$ cat src/rtl/wma_cache_pkg.sv
package wma_cache_pkg;
  typedef enum logic [1:0] {
    ST_IDLE     = 2'd0,
    ST_WBACK    = 2'd1,
    ST_FILL     = 2'd2,
    ST_WRAROUND = 2'd3
  } cache_st_e;
endpackage

$ cat src/rtl/cache_match.sv
module cache_match #(
  parameter int AW     = 16,
  parameter int NLINES = 4,
  parameter int IW     = 2
) (
  input  logic [NLINES-1:0]         valid,
  input  logic [NLINES-1:0][AW-1:0] tags,
  input  logic [AW-1:0]             addr,
  output logic                      hit,
  output logic [IW-1:0]             idx
);
  logic [NLINES-1:0] eq;

  for (genvar g = 0; g < NLINES; g++) begin : g_cmp
    assign eq[g] = valid[g] && (tags[g] == addr);
  end

  assign hit = |eq;

  always_comb begin
    idx = '0;
    for (int i = 0; i < NLINES; i++) begin
      if (eq[i]) idx = IW'(i);
    end
  end
endmodule

$ cat src/rtl/cache_victim.sv
module cache_victim #(
  parameter int NLINES = 4,
  parameter int IW     = 2
) (
  input  logic              clk,
  input  logic              rst_n,
  input  logic [NLINES-1:0] valid,
  input  logic              advance,
  output logic [IW-1:0]     victim,
  output logic              all_valid
);
  localparam logic [IW-1:0] LAST = IW'(NLINES - 1);

  logic [IW-1:0] rr_q, rr_d;

  assign all_valid = &valid;

  always_comb begin
    victim = rr_q;
    for (int i = NLINES - 1; i >= 0; i--) begin
      if (!valid[i]) victim = IW'(i);
    end
  end

  always_comb begin
    rr_d = rr_q;
    if (advance) rr_d = (rr_q == LAST) ? '0 : rr_q + 1'b1;
  end

  always_ff @(posedge clk or negedge rst_n) begin
    if (!rst_n) rr_q <= '0;
    else        rr_q <= rr_d;
  end
endmodule

$ cat src/rtl/sat_counter.sv
module sat_counter #(
  parameter int W = 32
) (
  input  logic         clk,
  input  logic         rst_n,
  input  logic         clr,
  input  logic         inc,
  output logic [W-1:0] count
);
  logic [W-1:0] cnt_q, cnt_d;

  always_comb begin
    cnt_d = cnt_q;
    if (clr)                    cnt_d = '0;
    else if (inc && ~&cnt_q)    cnt_d = cnt_q + 1'b1;
  end

  always_ff @(posedge clk or negedge rst_n) begin
    if (!rst_n) cnt_q <= '0;
    else        cnt_q <= cnt_d;
  end

  assign count = cnt_q;
endmodule

$ cat src/rtl/wma_cache.sv
module wma_cache
  import wma_cache_pkg::*;
#(
  parameter int AW     = 16,
  parameter int DW     = 32,
  parameter int NLINES = 4,
  parameter int CW     = 32
) (
  input  logic          clk,
  input  logic          rst_n,
  input  logic          alloc_on_wr,
  input  logic          req_valid,
  output logic          req_ready,
  input  logic          req_we,
  input  logic [AW-1:0] req_addr,
  input  logic [DW-1:0] req_wdata,
  output logic          rsp_valid,
  output logic [DW-1:0] rsp_rdata,
  output logic          mem_req,
  output logic          mem_we,
  output logic [AW-1:0] mem_addr,
  output logic [DW-1:0] mem_wdata,
  input  logic          mem_ack,
  input  logic [DW-1:0] mem_rdata,
  input  logic          cnt_clear,
  output logic [CW-1:0] hit_count,
  output logic [CW-1:0] miss_count
);
  localparam int IW = (NLINES > 1) ? $clog2(NLINES) : 1;

  // reset: asserted asynchronously, released after two clock edges
  logic rst_meta_q, rst_n_q;
  always_ff @(posedge clk or negedge rst_n) begin
    if (!rst_n) begin
      rst_meta_q <= 1'b0;
      rst_n_q    <= 1'b0;
    end else begin
      rst_meta_q <= 1'b1;
      rst_n_q    <= rst_meta_q;
    end
  end

  // line storage
  logic [NLINES-1:0]         valid_q, dirty_q;
  logic [NLINES-1:0][AW-1:0] tag_q;
  logic [NLINES-1:0][DW-1:0] data_q;

  cache_st_e      st_q, st_d;
  logic           pend_we_q;
  logic [AW-1:0]  pend_addr_q;
  logic [DW-1:0]  pend_wdata_q;
  logic [IW-1:0]  vict_q;

  logic           hit, all_valid, accept, alloc_adv;
  logic [IW-1:0]  hit_idx, vict_idx;
  logic           lw_en, lw_dirty;
  logic [IW-1:0]  lw_idx;
  logic [AW-1:0]  lw_tag;
  logic [DW-1:0]  lw_data;
  logic           rsp_d, rsp_valid_q;
  logic [DW-1:0]  rdata_d, rsp_data_q;

  cache_match #(.AW(AW), .NLINES(NLINES), .IW(IW)) u_match (
    .valid (valid_q),
    .tags  (tag_q),
    .addr  (req_addr),
    .hit   (hit),
    .idx   (hit_idx)
  );

  cache_victim #(.NLINES(NLINES), .IW(IW)) u_victim (
    .clk       (clk),
    .rst_n     (rst_n_q),
    .valid     (valid_q),
    .advance   (alloc_adv),
    .victim    (vict_idx),
    .all_valid (all_valid)
  );

  assign req_ready = (st_q == ST_IDLE) && rst_n_q;
  assign accept    = req_valid && req_ready;

  // next state, line update and response
  always_comb begin
    st_d      = st_q;
    lw_en     = 1'b0;
    lw_idx    = hit_idx;
    lw_tag    = req_addr;
    lw_data   = req_wdata;
    lw_dirty  = 1'b1;
    alloc_adv = 1'b0;
    rsp_d     = 1'b0;
    rdata_d   = data_q[hit_idx];
    case (st_q)
      ST_IDLE: begin
        if (accept) begin
          if (hit) begin
            rsp_d = 1'b1;
            lw_en = req_we;
          end else if (req_we && !alloc_on_wr) begin
            st_d = ST_WRAROUND;
          end else begin
            alloc_adv = all_valid;
            st_d = (valid_q[vict_idx] && dirty_q[vict_idx]) ? ST_WBACK : ST_FILL;
          end
        end
      end
      ST_WBACK: begin
        if (mem_ack) st_d = ST_FILL;
      end
      ST_FILL: begin
        if (mem_ack) begin
          st_d     = ST_IDLE;
          rsp_d    = 1'b1;
          rdata_d  = mem_rdata;
          lw_en    = 1'b1;
          lw_idx   = vict_q;
          lw_tag   = pend_addr_q;
          lw_data  = pend_we_q ? pend_wdata_q : mem_rdata;
          lw_dirty = pend_we_q;
        end
      end
      ST_WRAROUND: begin
        if (mem_ack) begin
          st_d    = ST_IDLE;
          rsp_d   = 1'b1;
          rdata_d = pend_wdata_q;
        end
      end
      default: st_d = ST_IDLE;
    endcase
  end

  always_ff @(posedge clk or negedge rst_n_q) begin
    if (!rst_n_q) begin
      st_q        <= ST_IDLE;
      rsp_valid_q <= 1'b0;
      valid_q     <= '0;
      dirty_q     <= '0;
    end else begin
      st_q        <= st_d;
      rsp_valid_q <= rsp_d;
      if (lw_en) begin
        valid_q[lw_idx] <= 1'b1;
        dirty_q[lw_idx] <= lw_dirty;
      end
    end
  end

  // datapath registers with explicit enables, no reset
  always_ff @(posedge clk) begin
    if (accept) begin
      pend_we_q    <= req_we;
      pend_addr_q  <= req_addr;
      pend_wdata_q <= req_wdata;
      vict_q       <= vict_idx;
    end
    if (lw_en) begin
      tag_q[lw_idx]  <= lw_tag;
      data_q[lw_idx] <= lw_data;
    end
    if (rsp_d) rsp_data_q <= rdata_d;
  end

  assign rsp_valid = rsp_valid_q;
  assign rsp_rdata = rsp_data_q;

  assign mem_req   = (st_q != ST_IDLE);
  assign mem_we    = (st_q == ST_WBACK) || (st_q == ST_WRAROUND);
  assign mem_addr  = (st_q == ST_WBACK) ? tag_q[vict_q]  : pend_addr_q;
  assign mem_wdata = (st_q == ST_WBACK) ? data_q[vict_q] : pend_wdata_q;

  sat_counter #(.W(CW)) u_hits (
    .clk   (clk),
    .rst_n (rst_n_q),
    .clr   (cnt_clear),
    .inc   (accept && hit),
    .count (hit_count)
  );

  sat_counter #(.W(CW)) u_misses (
    .clk   (clk),
    .rst_n (rst_n_q),
    .clr   (cnt_clear),
    .inc   (accept && !hit),
    .count (miss_count)
  );
endmodule

$ cat config.mk
export PLATFORM = sky130hd
export DESIGN_NAME = wma_cache
export DESIGN_NICKNAME = d
export VERILOG_FILES = /design/src/rtl/wma_cache_pkg.sv /design/src/rtl/cache_match.sv /design/src/rtl/cache_victim.sv /design/src/rtl/sat_counter.sv /design/src/rtl/wma_cache.sv
export SDC_FILE = /design/constraint.sdc
export NUM_CORES = 1
export LEC_CHECK = 0
export ABC_AREA = 1
export BUFFER_PORTS_ARGS = -buffer_cell sky130_fd_sc_hd__buf_2
export CAP_MARGIN = 40
export CORE_AREA = 2 2 161 225
export DETAILED_ROUTE_END_ITERATION = 10
export DIE_AREA = 0 0 163 227
export GPL_TIMING_DRIVEN = 0
export PLACE_DENSITY = 0.86
export SYNTH_ARGS = -nofsm -noshare
export SYNTH_HDL_FRONTEND = slang
export SYNTH_HIERARCHICAL = 1
export SYNTH_SLANG_ARGS = --single-unit
$ cat constraint.sdc
create_clock -name clk -period 6.1 [get_ports clk]
set_input_delay 0.915 -clock clk [delete_from_list [all_inputs] [get_ports clk]]
set_output_delay 0.915 -clock clk [all_outputs]
set_load 0.05 [all_outputs]
==> key figures <==
Status
  • Status: complete, no violations

Logic synthesis
  • Asr flop ratio synth: 22.32%
  • Post-synth EDFFs: 275
  • Largest family of logic cells by synthesized area: simple AND/OR/NAND/NOR gates
  • Avg Inst Size Synth: 8.177 µm²
  • Area share of the largest cell type after synthesis: 43.49%
  • #FFs+latches synth: 354
  • Synth Area in Adders: 0.1977%
  • Post-Syn Area: 18990 µm²
  • XOR/XNOR Fraction of Synth Area: 1.292%
  • Synth area leaders: edfxtp_1 (43%), nand2_1 (13%), dfrtp_1 (10%)
  • Unique masters post-synth: 40
  • Mux contribution to synthesized area: 0%
  • Synth Area in Simple Gates: 27.65%
  • Most used DFF post-synth: edfxtp_1
  • Seq/Total Area, Yosys: 53.90%
  • Warnings from Yosys: 6
  • Synth Area in Compound Gates: 10.22%
  • Post-Syn Nets: 2412
  • Gate Count Post-Synth: 2322
  • Yosys top cell by area: edfxtp_1

Pwr
  • Sequential power share: 39.9%
  • PD cells: 343.9 nW/µm²
  • Cell Int Power: 4.701 mW
  • Worst IR drop on VDD: 266.3 µV
  • Combinational Power Share: 30.4%
  • Leak: 9.415 nW
  • Sw Pwr: 2.892 mW
  • Power share of the clock group: 29.7%
  • Switching Fraction: 38.08%
  • Total power: 7.593 mW

Critical path
  • Reg2Reg Launch Point: tag_q[29]$_DFFE_PP_
  • Crit path arrival time: 2.89 ns
  • CP Data Required Time: 5.18 ns
  • Worst setup path start: st_q[0]$_DFFE_PN0P_
  • Number of cells on the worst reg-to-reg path: 17
  • Reg2reg setup slack: 2.71 ns
  • Max FO, Critical Path: 10
  • Type of the worst setup path: flip-flop to output port
  • Crit path launch type: flip-flop
  • Critical R2R Capture: tag_q[55]$_DFFE_PP_
  • Critical Path Sink Type: output port

GRT
  • Total track usage: 34.03%
  • First-pass GRT wire length: 95.50 mm
  • Vias in the first global route: 17960
  • Initial antenna violation count: 1
  • Grt total ovfl: 0
  • Largest net degree at the start of global routing: 45

Routing
  • WL/cell: 20.81 µm
  • DRT antenna net count: 0
  • Vias post-DR: 18470
  • TritonRoute pass-1 iters: 9
  • DRT iter0 DRCs: 2296
  • DRT Wirelength: 64.25 mm
  • DR DRC count: 0
  • Vias/cell: 5.982

Placement
  • DP Cell Count: 3019
  • Port Buf Inserts: 234
  • Place WS: 1.988 ns
  • Placed Area: 20880 µm²
  • Placer Congestion: 0.9623
  • DP HPWL: 45.28 mm

Flow run
  • Max Cap Viol: 0

STA
  • RSZ-0062 raised after global routing: false
  • Worst-Margin Slew: 1.037 ns
  • Setup WS post-layout: 2.293 ns
  • Tcrit/Tclk final: 62.40%
  • Max-slew violation count: 0
  • Slew headroom: 30.86%
  • Final hold viol count: 0
  • Setup violators final: 0
  • Highest Clock Rate: 262.7 MHz
  • Final min period: 3.807 ns
  • Final Skew: 0.02933 ns

Clocking
  • CTS Buf Count: 37
  • Clk buf depth: 3
  • CTS clock-pin slew for the worst setup and hold paths: 0.06 ns
  • Cells resized by post-CTS repair: 0
  • Post-CTS Hold Buffers: 0
  • Clk Latency, worst-skew pair: 0.56 ns
  • Clock root cell: clkbuf_16
  • Setup Buffers After CTS: 0
  • Number of H-tree levels: 2
  • Clock Sinks: 354
  • CTS tree: yes

Floorplan
  • Die Y: 227 µm
  • Die ar.: 37000 µm²
  • I/O pins: 235
  • Initial Utilization: 54.30%
  • Die Wd: 163 µm
  • Site Rows: 81
  • Core Region: 34960 µm²

Cells and area
  • Fin cells: 3087
  • Fillers: 2916
  • Layout net count: 2693
  • Design Area, Final: 22080 µm²
  • P&R area growth vs syn: 16.28%
  • Ant. Diodes: 0
  • Fraction of layout cells with a size suffix above 1: 15.58%
  • Layout Utilization: 63.15%

Hold path
  • Hold Path Class: input port to asynchronous set/reset pin
## through the flow
step	TNS, ns	hold WS (ns)
after floorplan	0	0.3312
after global placement	-90.21	0.3414
after detailed placement	0	0.3268
after CTS	0	0.1366
after global routing	0	0.1415
final	0	0.1487
## logic make-up (layout without fill, tap and decap cells)
| kind of cell | count (synthesis) | in the layout |
|---|---|---|
| simple gates | 1271 | 1271 |
| fa+ha+maj | 3 | 3 |
| other cells | 1 | 1 |
| compound gates | 358 | 358 |
| flops | 354 | 354 |
| xor+xnor | 28 | 28 |
| buf+inv | 307 | 616 |
## flip-flops by register name, indices dropped and copies added (netlist names), 4 cells and up
register / flops
tag_q: 64
pend_wdata_q: 32
u_misses/count: 32
u_hits/count: 32
dirty_q: 4
valid_q: 4
data_q: 128
pend_addr_q: 16
rsp_rdata: 32
## layer usage
metal	track usage, %	vias to the layer above	part of all wire [%]
met5	0	-	0.020
met4	24.07	2	7.8
met3	6.887	392	10
met2	59.61	1298	49
met1	36.75	8494	33
li1	-	8279	-
## how the worst max path moves through the flow
stage	endpoint	slack, ns	cells past startpoint
after floorplan	rsp_rdata[0]$_DFFE_PP_	0.75	2
after detailed placement	tag_q[55]$_DFFE_PP_	1.99	14
final	mem_wdata[27]	2.29	7
after global placement	rsp_rdata[2]$_DFFE_PP_	-1.95	2
after CTS	mem_wdata[27]	2.37	7
after global routing	tag_q[55]$_DFFE_PP_	2.24	20
## synth_stat cells (12+ instances only)
master and number:
nor2_1 353, inv_1 168, a21oi_1 69, o21ai_0 170, a31oi_1 74, inv_2 19
nand4_1 18, nand2_1 662, o21ai_1 26, buf_2 36, dfrtp_1 79, o211ai_1 12
nand3_1 193, nor2_2 13, edfxtp_1 275, clkbuf_1 58, xor2_1 17
## layout make-up
class / count / area [µm²] / share of cell area, %
Sequential cell: 354 / 10240 / 46.37
Clock buffer: 43 / 948.4 / 4.296
Inverter: 193 / 726.9 / 3.293
Timing Repair Buffer: 242 / 1323 / 5.990
Multi-Input combinational cell: 1661 / 7488 / 33.92
Clock inverter: 24 / 235.2 / 1.065
Buffer: 114 / 548.0 / 2.482
Tap cell: 456 / 570.5 / 2.584
## power by group through the flow
| stage | Combinational, mW | Sequential [mW] | Clock, mW |
|---|---|---|---|
| 5_1_grt | 2.41 | 3.04 | 2.35 |
| 3_3_place_gp | 2.15 | 3.09 | 0 |
| 6_report | 2.31 | 3.03 | 2.26 |
| 3_5_place_dp | 2.23 | 3.07 | 0 |
| 2_1_floorplan | 1.34 | 3.20 | 0 |
| 4_1_cts | 2.24 | 3.02 | 2.26 |
## cells in the final DEF (no fill, tap or decap), types with 8 or more instances in the layout
cell type,instances
o21ai_0,169
nand4_1,18
xor2_1,17
clkbuf_1,64
inv_2,24
buf_2,270
clkbuf_16,37
nor2_1,353
nand3_1,193
edfxtp_1,275
a21oi_1,69
xnor2_1,11
a31oi_1,74
nand2_1,662
clkinv_1,12
buf_6,9
nand2_2,9
inv_1,163
nor2_2,13
buf_1,8
dfrtp_1,78
o211ai_1,12
o21ai_1,26
## worst max-delay path, cell delays in order, from the launching register on
cell,delay (ns)
dfrtp_1,0.46
inv_2,0.15
nor2_2,0.42
buf_2,0.37
buf_2,0.40
nand2_1,0.13
o21ai_1,0.11
buf_2,0.29
Power figures use the tool's default switching activity.
